$ cat src/rtl/ac_regref_pkg.sv
package ac_regref_pkg;
  localparam int INSTR_W = 16;
  localparam int OP_N    = 12;

  localparam logic [2:0] OPC_REGREF = 3'b111;
  localparam logic [2:0] OPC_ADD    = 3'b001;

  // positions of the operation-select bits in the instruction word
  localparam int OP_CLR_AC = 11;
  localparam int OP_CLR_E  = 10;
  localparam int OP_INV_AC = 9;
  localparam int OP_INV_E  = 8;
  localparam int OP_ROR    = 7;
  localparam int OP_ROL    = 6;
  localparam int OP_INC    = 5;
  localparam int OP_SK_POS = 4;
  localparam int OP_SK_NEG = 3;
  localparam int OP_SK_ZAC = 2;
  localparam int OP_SK_ZE  = 1;
  localparam int OP_STOP   = 0;

  typedef struct packed {
    logic            ind;
    logic [2:0]      opc;
    logic [OP_N-1:0] ops;
  } instr_t;
endpackage

$ cat src/rtl/ac_op_select.sv
module ac_op_select #(
  parameter int OP_N = 12
) (
  input  logic [OP_N-1:0] ops,
  output logic [OP_N-1:0] sel
);
  // fixed priority: highest set bit wins, result is one-hot or zero
  for (genvar i = 0; i < OP_N; i++) begin : g_pri
    if (i == OP_N - 1) begin : g_top
      assign sel[i] = ops[i];
    end else begin : g_low
      assign sel[i] = ops[i] & ~(|ops[OP_N-1:i+1]);
    end
  end
endmodule

$ cat src/rtl/ac_datapath.sv
module ac_datapath
  import ac_regref_pkg::*;
#(
  parameter int DATA_W = 16
) (
  input  logic [DATA_W-1:0] acc,
  input  logic              ext,
  input  logic [OP_N-1:0]   sel,
  input  logic [DATA_W-1:0] dr,
  input  logic              rr_en,
  input  logic              add_en,
  output logic [DATA_W-1:0] nxt_acc,
  output logic              nxt_ext
);
  localparam int SUM_W = DATA_W + 1;

  logic [SUM_W-1:0] sum;
  assign sum = {1'b0, acc} + {1'b0, dr};

  always_comb begin
    nxt_acc = acc;
    nxt_ext = ext;
    if (add_en) begin
      {nxt_ext, nxt_acc} = sum;
    end else if (rr_en) begin
      if (sel[OP_CLR_AC]) nxt_acc = '0;
      if (sel[OP_CLR_E])  nxt_ext = 1'b0;
      if (sel[OP_INV_AC]) nxt_acc = ~acc;
      if (sel[OP_INV_E])  nxt_ext = ~ext;
      if (sel[OP_ROR]) begin
        nxt_acc = {ext, acc[DATA_W-1:1]};
        nxt_ext = acc[0];
      end
      if (sel[OP_ROL]) begin
        nxt_acc = {acc[DATA_W-2:0], ext};
        nxt_ext = acc[DATA_W-1];
      end
      if (sel[OP_INC]) nxt_acc = acc + 1'b1;
    end
  end
endmodule

$ cat src/rtl/ac_skip_eval.sv
module ac_skip_eval
  import ac_regref_pkg::*;
#(
  parameter int DATA_W = 16
) (
  input  logic [DATA_W-1:0] acc,
  input  logic              ext,
  input  logic [OP_N-1:0]   sel,
  output logic              skip
);
  logic sign, zac;
  assign sign = acc[DATA_W-1];
  assign zac  = (acc == '0);

  assign skip = (sel[OP_SK_POS] & ~sign) |
                (sel[OP_SK_NEG] &  sign) |
                (sel[OP_SK_ZAC] &  zac)  |
                (sel[OP_SK_ZE]  & ~ext);
endmodule

$ cat src/rtl/ac_regref_unit.sv
module ac_regref_unit
  import ac_regref_pkg::*;
#(
  parameter int DATA_W   = 16,
  parameter int SLOT_W   = 4,
  parameter int RR_SLOT  = 3,
  parameter int ADD_SLOT = 5
) (
  input  logic                 clk,
  input  logic                 rst,
  input  logic [INSTR_W-1:0]   instr,
  input  logic [SLOT_W-1:0]    slot,
  input  logic [DATA_W-1:0]    dr,
  output logic [DATA_W-1:0]    acc,
  output logic                 ext,
  output logic                 pc_inc,
  output logic                 halt,
  output logic                 seq_clr
);
  instr_t            iw;
  logic              rr_en, add_en;
  logic [OP_N-1:0]   sel;
  logic [DATA_W-1:0] nxt_acc;
  logic              nxt_ext, skip;

  assign iw     = instr_t'(instr);
  assign rr_en  = !iw.ind && (iw.opc == OPC_REGREF) && (slot == SLOT_W'(RR_SLOT));
  assign add_en = (iw.opc == OPC_ADD) && (slot == SLOT_W'(ADD_SLOT));

  ac_op_select #(.OP_N(OP_N)) u_sel (
    .ops (iw.ops),
    .sel (sel)
  );

  ac_datapath #(.DATA_W(DATA_W)) u_dp (
    .acc     (acc),
    .ext     (ext),
    .sel     (sel),
    .dr      (dr),
    .rr_en   (rr_en),
    .add_en  (add_en),
    .nxt_acc (nxt_acc),
    .nxt_ext (nxt_ext)
  );

  ac_skip_eval #(.DATA_W(DATA_W)) u_skip (
    .acc  (acc),
    .ext  (ext),
    .sel  (sel),
    .skip (skip)
  );

  always_ff @(posedge clk) begin
    if (rst) begin
      acc     <= '0;
      ext     <= 1'b0;
      pc_inc  <= 1'b0;
      halt    <= 1'b0;
      seq_clr <= 1'b0;
    end else begin
      acc     <= nxt_acc;
      ext     <= nxt_ext;
      pc_inc  <= rr_en & skip;
      halt    <= rr_en & sel[OP_STOP];
      seq_clr <= rr_en | add_en;
    end
  end
endmodule

$ cat config.mk
export PLATFORM = sky130hd
export DESIGN_NAME = ac_regref_unit
export DESIGN_NICKNAME = d
export VERILOG_FILES = /design/src/rtl/ac_regref_pkg.sv /design/src/rtl/ac_op_select.sv /design/src/rtl/ac_datapath.sv /design/src/rtl/ac_skip_eval.sv /design/src/rtl/ac_regref_unit.sv
export SDC_FILE = /design/constraint.sdc
export NUM_CORES = 1
export LEC_CHECK = 0
export BUFFER_PORTS_ARGS = -buffer_cell sky130_fd_sc_hd__buf_4
export CORE_ASPECT_RATIO = 1.2
export CORE_MARGIN = 3
export CORE_UTILIZATION = 41
export CTS_BUF_LIST = sky130_fd_sc_hd__clkbuf_16
export DETAILED_ROUTE_END_ITERATION = 12
export GPL_TIMING_DRIVEN = 0
export SYNTH_ARGS = -nofsm -noshare
export SYNTH_HDL_FRONTEND = slang
export SYNTH_SLANG_ARGS = --single-unit
$ cat constraint.sdc
create_clock -name clk -period 4.8 [get_ports clk]
set_clock_uncertainty 0.15 [all_clocks]
set_input_delay 0.24 -clock clk [delete_from_list [all_inputs] [get_ports clk]]
set_output_delay 0.24 -clock clk [all_outputs]
set_load 0.02 [all_outputs]
==> results of run 1 <==
==> logic make-up (layout without fill, tap and decap cells) <==
kind of cell / count (synthesis) / count (layout) / share of synthesized area (%)
multiplexers: 4 / 4 / 1.56
AND/OR/NAND/NOR: 141 / 141 / 26.7
buffers and inverters: 40 / 101 / 7.08
XOR/XNOR: 22 / 22 / 7.27
AO/OA/AOI/OAI: 122 / 122 / 33.0
adder cells (fa/ha/maj): 19 / 19 / 9.25
flip-flops: 20 / 20 / 15.1
==> per-stage QoR <==
stage	hold slack [ns]	instance area (um2)	total power, mW	setup slack, ns
detailed placement	0.330	3180	0.271	1.58
CTS	0.0687	3290	0.509	1.53
global placement	0.323	3180	0.270	1.57
global route	0.0763	3290	0.528	1.33
floorplan	0.236	2650	0.226	2.26
finish	0.0615	3290	0.511	1.50
==> report_power, final <==
part	switching, mW	total [mW]	internal [mW]
Sequential	0.000738	0.167	0.166
Combinational	0.0555	0.102	0.0468
Clock	0.0760	0.242	0.166
==> state kept, by name, indices dropped and copies added, names as in the netlist <==
register / flops
seq_clr: 1
ext: 1
halt: 1
pc_inc: 1
acc: 16
==> worst reg2reg max path, delay by kind of cell, from the launching register on <==
kind,cells,cell delay [ns]
adders and majority gates,2,0.70
DFF,1,0.40
muxes,1,0.14
and+or+nand+nor,1,0.12
AOI/OAI and AO/OA,4,1.67
==> area by class of cell <==
type,instances,area share (%)
clock inverters,1,0.914
well taps,82,3.12
flip-flops and latches,20,12.2
plain buffers,24,3.88
clock buffers,3,2.28
multi-input cells,308,62.8
repair buffers,57,13.0
inverters,16,1.83
==> metal layers <==
metal / routed length (um) / GRT usage [%] / share of wire [%] / up-vias
met3: 589 / 2.40 / 6.4 / 18
met4: 144 / 6.16 / 1.6 / 0
li1: - / - / - / 1527
met5: 0 / 0 / 0 / -
met2: 4480 / 42.6 / 49 / 152
met1: 3960 / 32.8 / 43 / 1494
==> layout by cell type, fill, tap and decap left out, types with 8 or more instances in the layout <==
master     n
buf_4     57
nand2_1   38
nor2_1    35
a21oi_1   33
dfxtp_1   20
o21ai_0   18
ha_1      18
inv_1     16
nor3_1    16
xnor2_1   14
clkbuf_1  13
nand3_1   11
o211ai_1   9
nor4_1     9
xor2_1     8
==> worst paths after layout <==
| kind | end | slack [ns] | cells past startpoint |
|---|---|---|---|
| worst max-delay path | ext | 1.50 | 8 |
| worst min-delay path | halt | 0.06 | 2 |
| worst max register to register | ext | 1.50 | 8 |
| worst min register to register | acc[0] | 0.44 | 2 |
==> impl_results.md, run 1 <==
* CTS resizes at 0
* RSZ-0062 raised after global routing: false
* First-pass GRT wire length at 14.8 mm
* Synth Warn # at 0
* Status: finished, final reports clean
* Post-synth top cells: nand2_1, nor2_1, a21oi_1
* Multi-input gate area at 2060 um2
* Worst-Margin Slew at 1.02 ns
* Clock transition at the registers of the reported paths at 0.06 ns
* Fin cells at 511
* Worst-path cell chain: ha_1 > fa_1 > a21oi_1 > o22ai_1 > o311ai_0 > nor4_1 > o41ai_1 > mux2i_1
* Crit path arrival time at 3.28 ns
* Fin util at 53.3%
* Ant. Diodes at 0
* Post-DP HPWL at 6.87 mm
* Post-synth top flop: dfxtp_1
* Synthesized area at 2650 um2
* Worst relative slew slack at 31.8%
* Asr flop ratio synth at 0%
* Mapped Cells at 368
* Peak VDD IR at 0.116 mV
* Initial antenna violation count at 0
* Min Tclk post-route at 3.30 ns
* Power density cells at 156 nW/um2
* Clock root buffer: clkbuf_16
* Io pins at 58
* Post-synthesis sequential area ratio at 15.1%
* DR iter-0 viols at 276
* Final setup fails at 0
* Crit path largest cell delay at 0.73 ns
* Clk sinks at 20
* Reg area at 400 um2
* Period utilisation layout at 68.8%
* PortBufs at 57
* Synthesized area per cell at 7.20 um2
* Via count at 3191
* Max clock buf depth at 2
* Gr ovfl total at 0
* Core footprint at 6170 um2
* Gr usage total at 24.7%
* Number of synthesized flops with an enable pin at 0
* Die area at 7470 um2
* CP top delay family: compound AO/OA/AOI/OAI gates
* #FFs+latches synth at 20
* CP max FO at 8
* Max_cap viols at 0
* CP endpoint kind: flip-flop
* Filler instances at 623
* Netlist cell types at 65
* WL final at 9.17 mm
* Slowest CP cell: o311ai_0
* Mapped Nets at 425
* Largest net degree at the start of global routing at 13
* Die Y at 94.1 um
* Hold crit path type: input port to flip-flop
* Drc violations at 0
* Placed cell count at 507
* Starting Density at 43.0%
* Pre-antenna DRT Iters at 5
* CP Class: flip-flop to flip-flop
* Synth area leaders: dfxtp_1, ha_1, a21oi_1
* HP Start: instr[0]
* Fmax at 303 MHz
* Fin. max-slew vios at 0
* WL per Instance at 18.0 um
* Yosys top cell area share at 15.1%
* CTS tree: done
* Synth-to-Final Area Change at 24.0%
* Largest area contributor in the netlist: dfxtp_1
* Reg2reg start: acc[0]
* Number of CTS-inserted buffers at 3
* Startpoint types: flip-flop
* Buffers and inverters on the worst path at 0
* Die width at 79.4 um
* Antenna-violating nets left at 0
* Placer Congestion at 0.951
* Fin. Hold Viols at 0
* CP Launch Point: acc[0]
* Total negative setup slack at 0 ns
* Most common cell in the netlist: nand2_1
* Std cell rows at 31
* Worst Path Required at 4.78 ns
* Clock Latency Late Sink at 0.26 ns
* Share of layout cells above drive strength 1 at 19.6%
* Lkg Pwr at 1.26 nW
* Post-CTS Hold Buffers at 0
* Vias in the first global route at 2992
* Total Nets Final at 487
* Post CTS Setup Buffer Count at 0
* Vias per cell at 6.24
* CTS H-tree depth at 1
Note: power is estimated with default switching activity, not from simulation.
==> inputs of run 2 (changes only) <==
ABC_AREA = 1   (was default)
clock period = 3.05 ns   (was 4.8 ns; I/O delays follow)
==> impl_results.md, run 2 <==
* Sw frac at 27.5%
* Vias per cell at 5.10
* Clk pwr share at 39.3%
* DP Worst Slack at 0.848 ns
* Number of CTS-inserted buffers at 3
* Initial antenna violation count at 0
* PortBufs at 57
* Biggest register: acc
* Status: finished, final reports clean
* Die area at 8210 um2
* Clk sinks at 20
* Synth Warn # at 0
* Reg area at 400 um2
* Comb power frac at 22.8%
* CP Class: flip-flop to flip-flop
* Post-DP HPWL at 7.62 mm
* WL final at 9.46 mm
* Mapped Cells at 534
* Post-synthesis sequential area ratio at 13.7%
* Power density cells at 197 nW/um2
* Asr flop ratio synth at 0%
* DR iter-0 viols at 143
* Internal Pwr Total at 0.509 mW
* Starting Density at 42.5%
* Synthesized area per cell at 5.49 um2
* Clock Latency Late Sink at 0.26 ns
* Max_cap viols at 0
* NetSw at 0.193 mW
* Antenna-violating nets left at 0
* Number of synthesized flops with an enable pin at 0
* Die width at 83.2 um
* Max reg flops at 16
* CP endpoint kind: flip-flop
* Vias in the first global route at 3285
* Sequential power share at 37.9%
* #FFs+latches synth at 20
* Fmax at 443 MHz
* Io pins at 58
* Worst relative slew slack at 50.8%
* Clock transition at the registers of the reported paths at 0.06 ns
* Worst hold path depth at 3
* Gr ovfl total at 0
* Lkg Pwr at 1.79 nW
* Ant. Diodes at 0
* Worst-Margin Slew at 0.736 ns
* Via count at 3480
* WL per Instance at 13.9 um
* Startpoint types: flip-flop
* Largest area contributor in the netlist: nand2_1
* First-pass GRT wire length at 15.5 mm
* Synthesized area at 2930 um2
* RSZ-0062 raised after global routing: false
* Fin. Hold Viols at 0
* Synth area leaders: nand2_1, dfxtp_1, nor2_1
* Std cell rows at 33
* Share of layout cells above drive strength 1 at 16.1%
* Hold crit path type: input port to flip-flop
* Final WS setup at 0.792 ns
* CP max FO at 7
* Commonest non-fill, non-tap cells in the layout: nand2_1, nor2_1, inv_1, buf_4, nand3_1
* Period utilisation layout at 74.0%
* Core footprint at 6900 um2
* R2R depth at 12
* Drc violations at 0
* Gr usage total at 22.7%
* Max clock buf depth at 2
* Fin util at 51.5%
* CTS resizes at 0
* Filler instances at 745
* Placer Congestion at 0.960
* Final setup fails at 0
* Crit path arrival time at 2.25 ns
* Die Y at 98.6 um
* CTS tree: done
* Post-synth top cells: nand2_1, nor2_1, inv_1
* Worst Path Required at 3.04 ns
* Pre-antenna DRT Iters at 5
* Netlist cell types at 41
* Most common cell in the netlist: nand2_1
* CTS H-tree depth at 1
* Commonest non-fill, non-tap cell in the layout: nand2_1
* Fin. max-slew vios at 0
* Total Nets Final at 654
* Peak VDD IR at 0.155 mV
* Worst Hold Slack at 0.00907 ns
* Mapped Nets at 591
* Total negative setup slack at 0 ns
* Synth-to-Final Area Change at 21.2%
* Yosys top cell area share at 19.5%
* Largest net degree at the start of global routing at 11
* Post-synth top flop: dfxtp_1
* Clock root buffer: clkbuf_16
* Min Tclk post-route at 2.26 ns
* Multi-input gate area at 2180 um2
-- run 2: worst paths after layout --
check                               from       to  slack (ns)
worst max-delay path              acc[0]  acc[12]        0.79
worst max register to register    acc[0]  acc[12]        0.79
worst min-delay path            instr[0]     halt       0.009
worst min register to register   acc[14]  acc[14]        0.50
-- run 2: power groups by stage --
stage / Clock (mW) / Combinational, mW / Sequential (mW)
after floorplan: 0 / 0.0903 / 0.272
after global placement: 0 / 0.158 / 0.271
after detailed placement: 0 / 0.159 / 0.272
after CTS: 0.288 / 0.161 / 0.266
after global routing: 0.294 / 0.180 / 0.266
final: 0.276 / 0.160 / 0.266
-- run 2: timing repair --
| item | 4_1_cts | 5_1_grt |
|---|---|---|
| setup buffers | 0 | 0 |
| endpoints found under the hold margin | 4 | 0 |
| hold buffers | 1 | 0 |
-- run 2: layout make-up --
| type | count | share of cell area, % |
|---|---|---|
| clock buffers | 3 | 2.11 |
| flip-flops and latches | 20 | 11.3 |
| well taps | 87 | 3.06 |
| repair buffers | 58 | 12.3 |
| inverters | 72 | 7.71 |
| multi-input cells | 430 | 61.4 |
| plain buffers | 12 | 2.15 |
-- run 2: layer usage --
| layer | part of all wire, % | wire (um) | track usage (%) | vias to the layer above |
|---|---|---|---|---|
| met1 | 43 | 4030 | 27.0 | 1521 |
| li1 | - | - | - | 1825 |
| met4 | 2.9 | 273 | 8.43 | 0 |
| met3 | 4.5 | 425 | 2.09 | 26 |
| met5 | 0 | 0 | 0 | - |
| met2 | 50 | 4730 | 42.0 | 108 |
-- run 2: cells by family (layout without fill, tap and decap cells) --
group,count (synthesis),in the layout,share of synthesized area (%)
compound gates,67,67,12.2
xor+xnor,8,8,2.39
fa+ha+maj,19,19,8.37
buf+inv,84,145,11.9
flops,20,20,13.7
simple gates,336,336,51.4
-- run 2: stage by stage --
step | instance area, um2 | std cells | power (mW)
final | 3550 | 682 | 0.702
after global routing | 3550 | 682 | 0.739
after CTS | 3550 | 682 | 0.715
after detailed placement | 3470 | 678 | 0.431
after global placement | 3470 | 678 | 0.429
after floorplan | 2930 | 534 | 0.363
-- run 2: critical path, cell delays in order (launching register included) --
cell and delay [ns]:
dfxtp_1 0.39, ha_1 0.24, fa_1 0.39, nand2_1 0.14, nand2_1 0.06, nand2_1 0.06, nand2_1 0.10, nand3_1 0.09
nand3_1 0.15, o21ai_0 0.19, nor2_1 0.06, nor2_1 0.09, nor2_1 0.04
